===== src/rtl/cs_pkg.sv =====
package cs_pkg;
    localparam int NPROC  = 3;
    localparam int PID_W  = 2;
    localparam int ADDR_W = 4;
    localparam int IDX_W  = 3;
    localparam int TAG_W  = ADDR_W - IDX_W;
    localparam int DATA_W = 8;
    localparam int NWORD  = 1 << ADDR_W;
    localparam int NLINE  = 1 << IDX_W;

    typedef logic signed [DATA_W-1:0] word_t;

    localparam word_t EMPTY_VAL = word_t'(-8);
    localparam word_t MEM_INIT  = word_t'(-16);

    typedef struct packed {
        logic             valid;
        logic             dirty;
        logic [TAG_W-1:0] tag;
        word_t            data;
    } line_t;

    typedef enum logic [1:0] {
        SRC_NONE = 2'd0,
        SRC_OWN  = 2'd1,
        SRC_PEER = 2'd2,
        SRC_MEM  = 2'd3
    } src_e;

    function automatic logic [IDX_W-1:0] idx_of(input logic [ADDR_W-1:0] a);
        return a[IDX_W-1:0];
    endfunction

    function automatic logic [TAG_W-1:0] tag_of(input logic [ADDR_W-1:0] a);
        return a[ADDR_W-1:IDX_W];
    endfunction

    function automatic line_t empty_line();
        line_t l;
        l.valid = 1'b0;
        l.dirty = 1'b0;
        l.tag   = '0;
        l.data  = EMPTY_VAL;
        return l;
    endfunction
endpackage


===== src/rtl/cs_bank.sv =====
module cs_bank
    import cs_pkg::*;
(
    input  logic                       clk,
    input  logic                       rst,
    input  logic                       upd_en,
    input  logic [IDX_W-1:0]           upd_idx,
    input  line_t                      upd_line,
    output line_t [NLINE-1:0]          lines_o
);
    line_t [NLINE-1:0] lines_q;

    always_ff @(posedge clk) begin
        if (rst) begin
            for (int i = 0; i < NLINE; i++) lines_q[i] <= empty_line();
        end else if (upd_en) begin
            lines_q[upd_idx] <= upd_line;
        end
    end

    assign lines_o = lines_q;

    // the addressed entry holds the loaded line after the edge
    assert_line_load_R5: assert property (@(posedge clk) disable iff (rst)
        upd_en |=> lines_q[$past(upd_idx)] == $past(upd_line));
endmodule


===== src/rtl/cs_mem.sv =====
module cs_mem
    import cs_pkg::*;
(
    input  logic                       clk,
    input  logic                       rst,
    input  logic                       wr_en,
    input  logic [ADDR_W-1:0]          wr_addr,
    input  word_t                      wr_data,
    output word_t [NWORD-1:0]          words_o
);
    word_t [NWORD-1:0] words_q;

    always_ff @(posedge clk) begin
        if (rst) begin
            for (int i = 0; i < NWORD; i++) words_q[i] <= MEM_INIT;
        end else if (wr_en) begin
            words_q[wr_addr] <= wr_data;
        end
    end

    assign words_o = words_q;

    // memory only changes through a write-back
    assert_mem_hold_R7: assert property (@(posedge clk) disable iff (rst)
        (!$past(rst) && !$past(wr_en)) |-> $stable(words_q));
endmodule


===== src/rtl/cs_route.sv =====
module cs_route
    import cs_pkg::*;
(
    input  line_t [NPROC-1:0][NLINE-1:0] lines_i,
    input  logic [PID_W-1:0]             pid_i,
    input  logic [ADDR_W-1:0]            addr_i,
    output logic                         hit_o,
    output word_t                        word_o
);
    logic  any_hit, dirty_hit;
    word_t any_word, dirty_word;
    line_t cand;

    always_comb begin
        any_hit    = 1'b0;
        dirty_hit  = 1'b0;
        any_word   = '0;
        dirty_word = '0;
        for (int q = 0; q < NPROC; q++) begin
            cand = lines_i[q][idx_of(addr_i)];
            if (q != int'(pid_i) && cand.valid && cand.tag == tag_of(addr_i)) begin
                if (!any_hit) begin
                    any_hit  = 1'b1;
                    any_word = cand.data;
                end
                if (cand.dirty && !dirty_hit) begin
                    dirty_hit  = 1'b1;
                    dirty_word = cand.data;
                end
            end
        end
        hit_o  = any_hit;
        word_o = dirty_hit ? dirty_word : any_word;
    end
endmodule


===== src/rtl/cache_sys_top.sv =====
module cache_sys_top
    import cs_pkg::*;
(
    input  logic                 clk,
    input  logic                 rst,
    input  logic                 req_valid,
    input  logic [PID_W-1:0]     req_pid,
    input  logic [ADDR_W-1:0]    req_addr,
    input  logic                 req_rw,
    input  logic [DATA_W-1:0]    req_wdata,
    output logic                 rsp_done,
    output logic [DATA_W-1:0]    rsp_data,
    output logic [1:0]           rsp_src,
    output logic [NWORD-1:0]     coherent_map
);
    line_t [NPROC-1:0][NLINE-1:0] lines;
    word_t [NWORD-1:0]            mem;

    logic               req_ok;
    logic [PID_W-1:0]   pid_s;
    logic [IDX_W-1:0]   idx;
    logic [TAG_W-1:0]   tag;
    line_t              own, new_line;
    logic               upd_en, wb_en;
    logic               peer_hit;
    word_t              peer_word, fill_data, mem_word;
    word_t              rd_data;
    src_e               rd_src;
    logic               rd_fire;

    assign req_ok   = req_valid && (int'(req_pid) < NPROC);
    assign pid_s    = req_ok ? req_pid : '0;
    assign idx      = idx_of(req_addr);
    assign tag      = tag_of(req_addr);
    assign own      = lines[pid_s][idx];
    assign mem_word = mem[req_addr];

    cs_route u_route (
        .lines_i (lines),
        .pid_i   (pid_s),
        .addr_i  (req_addr),
        .hit_o   (peer_hit),
        .word_o  (peer_word)
    );

    always_comb begin
        upd_en    = 1'b0;
        new_line  = own;
        rd_fire   = 1'b0;
        rd_data   = '0;
        rd_src    = SRC_NONE;
        fill_data = peer_hit ? peer_word : mem_word;
        if (req_ok) begin
            if (req_rw) begin
                upd_en   = 1'b1;
                new_line = '{valid: 1'b1, dirty: 1'b1, tag: tag, data: word_t'(req_wdata)};
            end else begin
                rd_fire = 1'b1;
                if (own.valid && own.tag == tag) begin
                    rd_data = own.data;
                    rd_src  = SRC_OWN;
                end else begin
                    upd_en   = 1'b1;
                    rd_data  = fill_data;
                    rd_src   = peer_hit ? SRC_PEER : SRC_MEM;
                    new_line = '{valid: 1'b1, dirty: (fill_data != mem_word),
                                 tag: tag, data: fill_data};
                end
            end
        end
        wb_en = upd_en && own.valid && own.dirty && (own.tag != tag);
    end

    for (genvar p = 0; p < NPROC; p++) begin : g_bank
        cs_bank u_bank (
            .clk      (clk),
            .rst      (rst),
            .upd_en   (upd_en && (int'(pid_s) == p)),
            .upd_idx  (idx),
            .upd_line (new_line),
            .lines_o  (lines[p])
        );
    end

    cs_mem u_mem (
        .clk     (clk),
        .rst     (rst),
        .wr_en   (wb_en),
        .wr_addr ({own.tag, idx}),
        .wr_data (own.data),
        .words_o (mem)
    );

    always_ff @(posedge clk) begin
        if (rst) begin
            rsp_done <= 1'b0;
            rsp_data <= '0;
            rsp_src  <= SRC_NONE;
        end else begin
            rsp_done <= rd_fire;
            if (rd_fire) begin
                rsp_data <= rd_data;
                rsp_src  <= rd_src;
            end
        end
    end

    always_comb begin
        for (int a = 0; a < NWORD; a++) begin
            coherent_map[a] = 1'b0;
            for (int p = 0; p < NPROC; p++) begin
                if (lines[p][a % NLINE].data == mem[a]) coherent_map[a] = 1'b1;
            end
        end
    end

    // writes produce no completion pulse
    assert_write_silent_R6: assert property (@(posedge clk) disable iff (rst)
        (req_valid && req_rw) |=> !rsp_done);

    // out-of-range id produces no response
    assert_bad_pid_R10: assert property (@(posedge clk) disable iff (rst)
        (req_valid && int'(req_pid) >= NPROC) |=> !rsp_done);

    // every completion names a real source
    assert_done_src_R9: assert property (@(posedge clk) disable iff (rst)
        rsp_done |-> rsp_src != SRC_NONE);

    // a word just fetched from memory is consistent
    assert_mem_fill_R8: assert property (@(posedge clk) disable iff (rst)
        (req_valid && !req_rw && int'(req_pid) < NPROC) |=>
            (rsp_src != SRC_MEM || coherent_map[$past(req_addr)]));
endmodule


===== config.mk =====
export PLATFORM = sky130hd
export DESIGN_NAME = cache_sys_top
export DESIGN_NICKNAME = d
export VERILOG_FILES = /design/src/rtl/cs_pkg.sv /design/src/rtl/cs_bank.sv /design/src/rtl/cs_mem.sv /design/src/rtl/cs_route.sv /design/src/rtl/cache_sys_top.sv
export SDC_FILE = /design/constraint.sdc
export NUM_CORES = 1
export LEC_CHECK = 0
export ABC_AREA = 1
export BUFFER_PORTS_ARGS = -buffer_cell sky130_fd_sc_hd__buf_2
export CORE_UTILIZATION = 40
export CTS_BUF_LIST = sky130_fd_sc_hd__clkbuf_4
export CTS_CLUSTER_SIZE = 16
export DETAILED_ROUTE_END_ITERATION = 6
export PLACE_DENSITY_LB_ADDON = 0.3
export SYNTH_ARGS = -nofsm -noshare
export SYNTH_HDL_FRONTEND = slang
export SYNTH_SLANG_ARGS = --single-unit

===== constraint.sdc =====
create_clock -name clk -period 8.61 [get_ports clk]
set_input_delay 1.722 -clock clk [delete_from_list [all_inputs] [get_ports clk]]
set_output_delay 1.722 -clock clk [all_outputs]
set_load 0.01 [all_outputs]

==> metrics, run 1 <==
outcome finished clean; drt drc 0; Final setup violation count 0; initial antenna violation count 3; Avg Cell Area, Syn 7.03 sq um; CP required between 9 and 10 ns; final design utilization 44.3%; Hold Path Cell Cnt 2; CP Cell Sequence buf_2 -> inv_1 -> nand2_2 -> buf_4 -> nor2_1 -> nor2_1 -> nand2_1 -> nand2_1 -> nand2_1 -> inv_1 -> o22ai_1 -> a31oi_1 -> inv_1 -> o21ai_0 -> o22ai_2 -> buf_4 -> a21oi_1; Final ANT Viol Nets 0; min-delay worst type flop to flop; capturing point of the worst reg2reg path g_bank[2].u_bank.lines_o[45]; Worst R2R Start g_bank[0].u_bank.lines_o[56]; die area 59200 sq um; layout cells sized above 1 11.4%; drt pass-1 iters 7; Cell Area, Synth approximately 23000 sq um; Slew Limit Fails 0; CTS tree done; min-delay src g_bank[2].u_bank.lines_o[30]; GRT overflow 0; hold endpoint g_bank[2].u_bank.lines_o[30]; clk buf depth 3; vias 25500; Starting Density 40.5%; root buffer cell clkbuf_4; Cell Pwr Density 172 nW/um^2; DR WL/cell 27.1 um; GRT Overall Usage 37.1%; DP HPWL 82.5 mm; CP Class primary input to flop; Reg2Reg Depth 13; Critical Path Fanout Max 34; CP max stage cell nand2_2; first-pass GRT wire length around 160 mm; Inserted Clock Buffers 112; crit end category flop; Synth Net Count between 3000 and 4000; Tcrit/Tclk final about three quarters; Buf/Inv on CP 6; Yosys Warn Count 0; register area share after synthesis 34.6%; Core ar. about 58000 sq um; commonest cells after routing, fill and taps aside 613 x nand2_1, 403 x dfxtp_1, 393 x a21oi_1; Netlist cell types 56; worst slew pin tran 1.19 ns; Sink Count 403; wire length after detailed routing about 110 mm; I/O Pins 45; largest net degree at the start of global routing 147; gpl congestion 1.09; # rows 88; die width 243 um; CTS Hold Bufs 0; Period minus WS final 6.57 ns; Post-synth EDFFs 0; Via density 6.14; total power about 4.4 mW; MaxCap Viol Count 0; async set-or-reset flop fraction in the synthesized netlist 0%; Buffers on Ports 44; prevailing post-synth register cell dfxtp_1; CP Launch Type primary input; Clock transition at path regs 0.06 ns; Nets about 3300; clock latency on the worst-skew pair 0.92 ns; vias in the first global route 23400; synthesis-to-layout area growth 9.37%; slowest stage delay, CP 0.78 ns; Max VDD drop approximately 0.096 mV; Initial DRC Count 3935; Seq cells post-synth 403; Post-Syn Instances 3313; H-tree depth 3; P_leak around 11 nW; Post-CTS Resized 0; fmax about 150 MHz; FF-to-FF setup slack 4.26 ns; RSZ-0062 raised after global routing false; critical path arrival roughly 7.4 ns; relative slew slack 19.9%; Setup TNS Final 0 ns; skew final 0.0781 ns; die height 243 um; hold violation count in the final report 0; most common cell after layout, fill and taps aside nand2_1; layout filler cell count 6072; Crit path max-delay family buffers and inverters; Post-CTS Setup Inserts 0
==> routing by layer <==
metal	wire length, um	part of all wire, %	vias to the layer above	GRT usage (%)
met4	6710	6.0	2	21.1
met5	13	0.012	-	0
li1	-	-	11500	-
met3	14500	13	376	10.9
met2	45500	40	1713	52.3
met1	45800	41	12000	50.0
==> synth_stat cells, types with 3 or more instances <==
library cell	count	area [sq um]
nand2_1	618	2320
buf_2	60	300
dfxtp_1	403	8070
o21ai_0	303	1520
buf_1	20	75.1
a211oi_1	4	30.0
a221oi_1	4	35.0
or2_2	41	257
o31ai_1	10	75.1
xor2_1	117	1020
a22oi_1	13	97.6
o21bai_1	5	37.5
inv_2	15	56.3
nand2_2	3	18.8
o211ai_1	71	533
o311ai_0	12	105
nor4_1	33	206
nor3_1	19	95.1
nand3_1	163	816
a31oi_1	4	25.0
o22a_1	12	105
o21ai_1	11	55.1
o41ai_1	9	78.8
o221ai_1	45	394
o221a_2	3	33.8
nand4_1	39	244
buf_4	7	52.6
xnor2_1	136	1190
o2111ai_1	44	385
o22ai_1	74	463
clkbuf_1	147	552
o22ai_2	3	37.5
nor2_1	162	608
clkinv_1	10	37.5
inv_1	250	938
a21oi_1	393	1970
o21a_1	5	37.5
nor3_2	14	140
nand3b_1	7	52.6
==> power breakdown <==
group	total, mW	leakage, nW	internal, mW	switching [mW]
clock	1.78	0.863	0.922	0.863
combinational	0.653	6.38	0.155	0.497
sequential	1.94	3.26	1.89	0.0457
total	4.38	10.5	2.97	1.41
==> cell families after synthesis <==
kind of cell / synth area share [%]
AND/OR/NAND/NOR: 20.8
AO/OA/AOI/OAI: 26.4
buffers and inverters: 8.68
flip-flops: 34.6
XOR/XNOR: 9.51
==> stage by stage <==
stage / setup slack (ns) / hold WS [ns] / cell area, sq um / cells
final: 2.04 / 0.454 / 25500 / 4157
after global routing: 2.01 / 0.464 / 25500 / 4156
after CTS: 2.52 / 0.456 / 25500 / 4155
after detailed placement: 1.54 / 0.447 / 24100 / 3954
after global placement: 1.68 / 0.443 / 24100 / 3954
after floorplan: 4.25 / 0.424 / 23300 / 3313
==> final cells by class <==
type | count | area, sq um | area share (%)
tap | 765 | 957 | 3.76
inverter | 275 | 1040 | 4.07
multi-input combinational | 2400 | 13200 | 52.0
clock inverter | 39 | 216 | 0.849
antenna | 2 | 5.00 | 0.0196
timing repair buffer | 111 | 742 | 2.91
sequential | 403 | 8070 | 31.7
clock buffer | 162 | 1220 | 4.77
==> tightest hold or removal path: cells and delay by family, from the launching register on <==
family          cells  cell delay [ns]
compound gates      1             0.06
flops               1             0.29
buf+inv             1             0.06
==> how the worst max path moves through the flow <==
stage	from	end	slack (ns)	depth (start not counted)
global route	req_addr[1]	g_bank[2].u_bank.lines_o[45]	2.01	17
finish	req_addr[1]	g_bank[2].u_bank.lines_o[45]	2.04	17
CTS	req_addr[1]	g_bank[2].u_bank.lines_o[45]	2.52	17
detailed placement	req_addr[1]	g_bank[2].u_bank.lines_o[45]	1.54	17
global placement	req_addr[0]	g_bank[0].u_bank.lines_o[56]	1.68	17
floorplan	req_pid[0]	u_mem.words_o[107]	4.25	21
==> registers in the layout, indices dropped and copies added, names as in the netlist <==
| signal | flops |
|---|---|
| rsp_done | 1 |
| u_mem.words_o | 128 |
| g_bank.u_bank.lines_o | 264 |
| rsp_src | 2 |
| rsp_data | 8 |
(Power assumes the default switching activity.)
==> run 2, diff against run 1 <==
ABC_AREA = 0   (was 1)
clock period = 5.6 ns   (was 8.61 ns; I/O delays follow)
==> run 2 against run 1 <==
The run now ends with design-rule violations left; via count down 12%; clock power up 54%; combinational power up 15%; clock skew up 0.015 ns; register-to-register slack worse by 2.7 ns; hold slack about the same; setup slack worse by 0.87 ns; synthesized cell count down 22%; non-clock buffer count up 10; die area up 2.8%; routed wire length down 4.0%; sequential power up 53%; critical path type unchanged.
==> metrics, run 2 <==
first-pass GRT wire length 154 mm (was 162 mm); commonest cells after routing, fill and taps aside 403 x dfxtp_1, 295 x nand2_1, 259 x xnor2_1 (was 613 x nand2_1, 403 x dfxtp_1, 393 x a21oi_1); hold violation count in the final report 0 (unchanged); Post-CTS Resized 0 (unchanged); Buf/Inv on CP 1 (was 6); skew final 0.0934 ns (was 0.0781 ns); Final ANT Viol Nets 0 (unchanged); GRT Overall Usage 35.4% (was 37.1%); Inserted Clock Buffers 111 (was 112); Yosys top cell by area dfxtp_1 (unchanged); Max VDD drop 0.149 mV (was 0.0963 mV); die area 60900 sq um (was 59200 sq um); Tcrit/Tclk final between 70% and 80%; failing checks design-rule violations; DP HPWL 80.1 mm (was 82.5 mm); pre-CTS setup slack 0.455 ns (was 1.54 ns); drt pass-1 iters 7 (unchanged); Nets 2657 (was 3321); Period minus WS final 4.43 ns; CTS tree done (unchanged); CTS Hold Bufs 0 (unchanged); Synth area leaders dfxtp_1 34%, mux4_2 11%, xnor2_1 9.5% (was dfxtp_1 35%, nand2_1 10%, a21oi_1 8.4%); RSZ-0062 raised after global routing false (unchanged); worst slew pin tran 1.07 ns (was 1.19 ns); H-tree depth 3 (unchanged); # rows 89 (was 88); count leader, synth dfxtp_1 (was nand2_1); fmax 226 MHz; Core ar. 59100 sq um (was 57600 sq um); largest net degree at the start of global routing 133 (was 147); CP Launch Type primary input (unchanged); Slew Limit Fails 0 (unchanged); most common cell after layout, fill and taps aside dfxtp_1 (was nand2_1); Yosys Warn Count 0 (unchanged); CP max stage cell and3b_1 (was nand2_2); Clock transition at path regs 0.06 ns (about the same); Avg Cell Area, Syn 9.22 sq um (was 7.03 sq um); die width 247 um (was 243 um); Netlist cell types 89 (was 56); clock latency on the worst-skew pair 0.93 ns (was 0.92 ns); synthesis-to-layout area growth 10.0% (was 9.37%); CP required 6.36 ns (was 9.43 ns); critical path arrival 5.19 ns (was 7.39 ns); P_leak 10.6 nW (was 10.5 nW); min-delay worst type flop to flop (unchanged); MaxCap Viol Count 0 (unchanged); die height 247 um (was 243 um); share of the synthesized area in the top cell type 33.7% (was 34.6%); Cell Area, Synth 24000 sq um (was 23300 sq um); Crit path max-delay family simple AND/OR/NAND/NOR gates (was buffers and inverters); crit end category flop (unchanged); Setup TNS Final 0 ns (unchanged); Starting Density 40.5% (about the same); DR WL/cell 30.8 um (was 27.1 um); CP Cell Sequence buf_2 -> and3b_1 -> nor2_2 -> a22oi_1 -> o21bai_1 -> xnor2_1 -> nor4b_2 -> and2b_1 -> nand3_1 -> mux2i_1 -> nor2_1 (was buf_2 -> inv_1 -> nand2_2 -> buf_4 -> nor2_1 -> nor2_1 -> nand2_1 -> nand2_1 -> nand2_1 -> inv_1 -> o22ai_1 -> a31oi_1 -> inv_1 -> o21ai_0 -> o22ai_2 -> buf_4 -> a21oi_1); root buffer cell clkbuf_4 (unchanged); worst hold margin 0.453 ns (was 0.454 ns); CP Class primary input to flop (unchanged); gpl congestion 1.04 (was 1.09); outcome complete, but fails checks (was finished clean); Cell Pwr Density 246 nW/um^2 (was 172 nW/um^2); Via density 6.44 (was 6.14); clk buf depth 3 (unchanged); vias 22600 (was 25500); GRT overflow 0 (unchanged); max reg flops 264 (unchanged); wire length after detailed routing 108 mm (was 112 mm); Seq cells post-synth 403 (unchanged); Post-synth EDFFs 0 (unchanged); slowest stage delay, CP 0.66 ns (was 0.78 ns); PnR worst setup slack 1.17 ns (was 2.04 ns); relative slew slack 28.0% (was 19.9%); Sink Count 403 (unchanged); Critical Path Fanout Max 16 (was 34); prevailing post-synth register cell dfxtp_1 (unchanged); layout cells sized above 1 17.7% (was 11.4%); Final setup violation count 0 (unchanged); Post-Syn Instances 2599 (was 3313); initial antenna violation count 4 (was 3); top cells by count, synth 403 x dfxtp_1, 295 x nand2_1, 259 x xnor2_1 (was 618 x nand2_1, 403 x dfxtp_1, 393 x a21oi_1); async set-or-reset flop fraction in the synthesized netlist 0% (unchanged); Buffers on Ports 44 (unchanged); Initial DRC Count 2955 (was 3935); Post-CTS Setup Inserts 0 (unchanged); drt drc 22 (was 0); Synth Net Count 2617 (was 3331); register area share after synthesis 33.7% (was 34.6%); I/O Pins 45 (unchanged); vias in the first global route 21000 (was 23400)
## run 2: power breakdown
part	switching (mW)	internal, mW
combinational	0.513	0.237
clock	1.32	1.43
sequential	0.0725	2.90
## run 2: cells by family (layout without fill, tap and decap cells)
logic type / Yosys count / in the layout / share of synthesized area [%]
AND/OR/NAND/NOR: 805 / 805 / 15.0
multiplexers: 236 / 236 / 15.9
other: 0 / 4 / 0
AO/OA/AOI/OAI: 560 / 560 / 16.9
buffers and inverters: 207 / 333 / 4.36
XOR/XNOR: 388 / 388 / 14.2
flip-flops: 403 / 403 / 33.7
## run 2: path summary, 6_finish.rpt
check | end | slack [ns] | cells past startpoint | start
max | u_mem.words_o[41] | 1.17 | 11 | req_valid
min | rsp_data[7] | 0.45 | 2 | rsp_data[7]
max reg2reg | u_mem.words_o[41] | 1.58 | 10 | g_bank[0].u_bank.lines_o[85]
min reg2reg | rsp_data[7] | 0.45 | 2 | rsp_data[7]
## run 2: cell type report
| type | count | area, sq um |
|---|---|---|
| Clock buffer | 177 | 1330 |
| Timing Repair Buffer | 121 | 920 |
| Fill cell | 5737 | 32800 |
| Antenna cell | 4 | 10.0 |
| Clock inverter | 22 | 121 |
| Multi-Input combinational cell | 1989 | 14900 |
| Inverter | 13 | 53.8 |
| Sequential cell | 403 | 8070 |
| Tap cell | 773 | 967 |
## run 2: through the flow
| step | util, % | total power, mW | cells | area (sq um) |
|---|---|---|---|---|
| after CTS | 44.6 | 6.50 | 3498 | 26400 |
| after detailed placement | 42.1 | 3.76 | 3299 | 24900 |
| after floorplan | - | 3.48 | 2599 | 24000 |
| final | 44.6 | 6.48 | 3502 | 26400 |
| after global routing | 44.6 | 6.71 | 3501 | 26400 |
| after global placement | 42.1 | 3.75 | 3299 | 24900 |
## run 2: routing by layer
metal / vias to the layer above / track usage (%) / routed length, um
met3: 296 / 9.32 / 12100
met4: 2 / 17.9 / 6150
met5: - / 0 / 9
li1: 9686 / - / -
met1: 11100 / 46.0 / 42500
met2: 1452 / 54.0 / 47200
## run 2: tightest hold or removal path: stages (launching register included)
cell and delay (ns):
dfxtp_1 0.31, nand2_1 0.05, a21oi_1 0.05
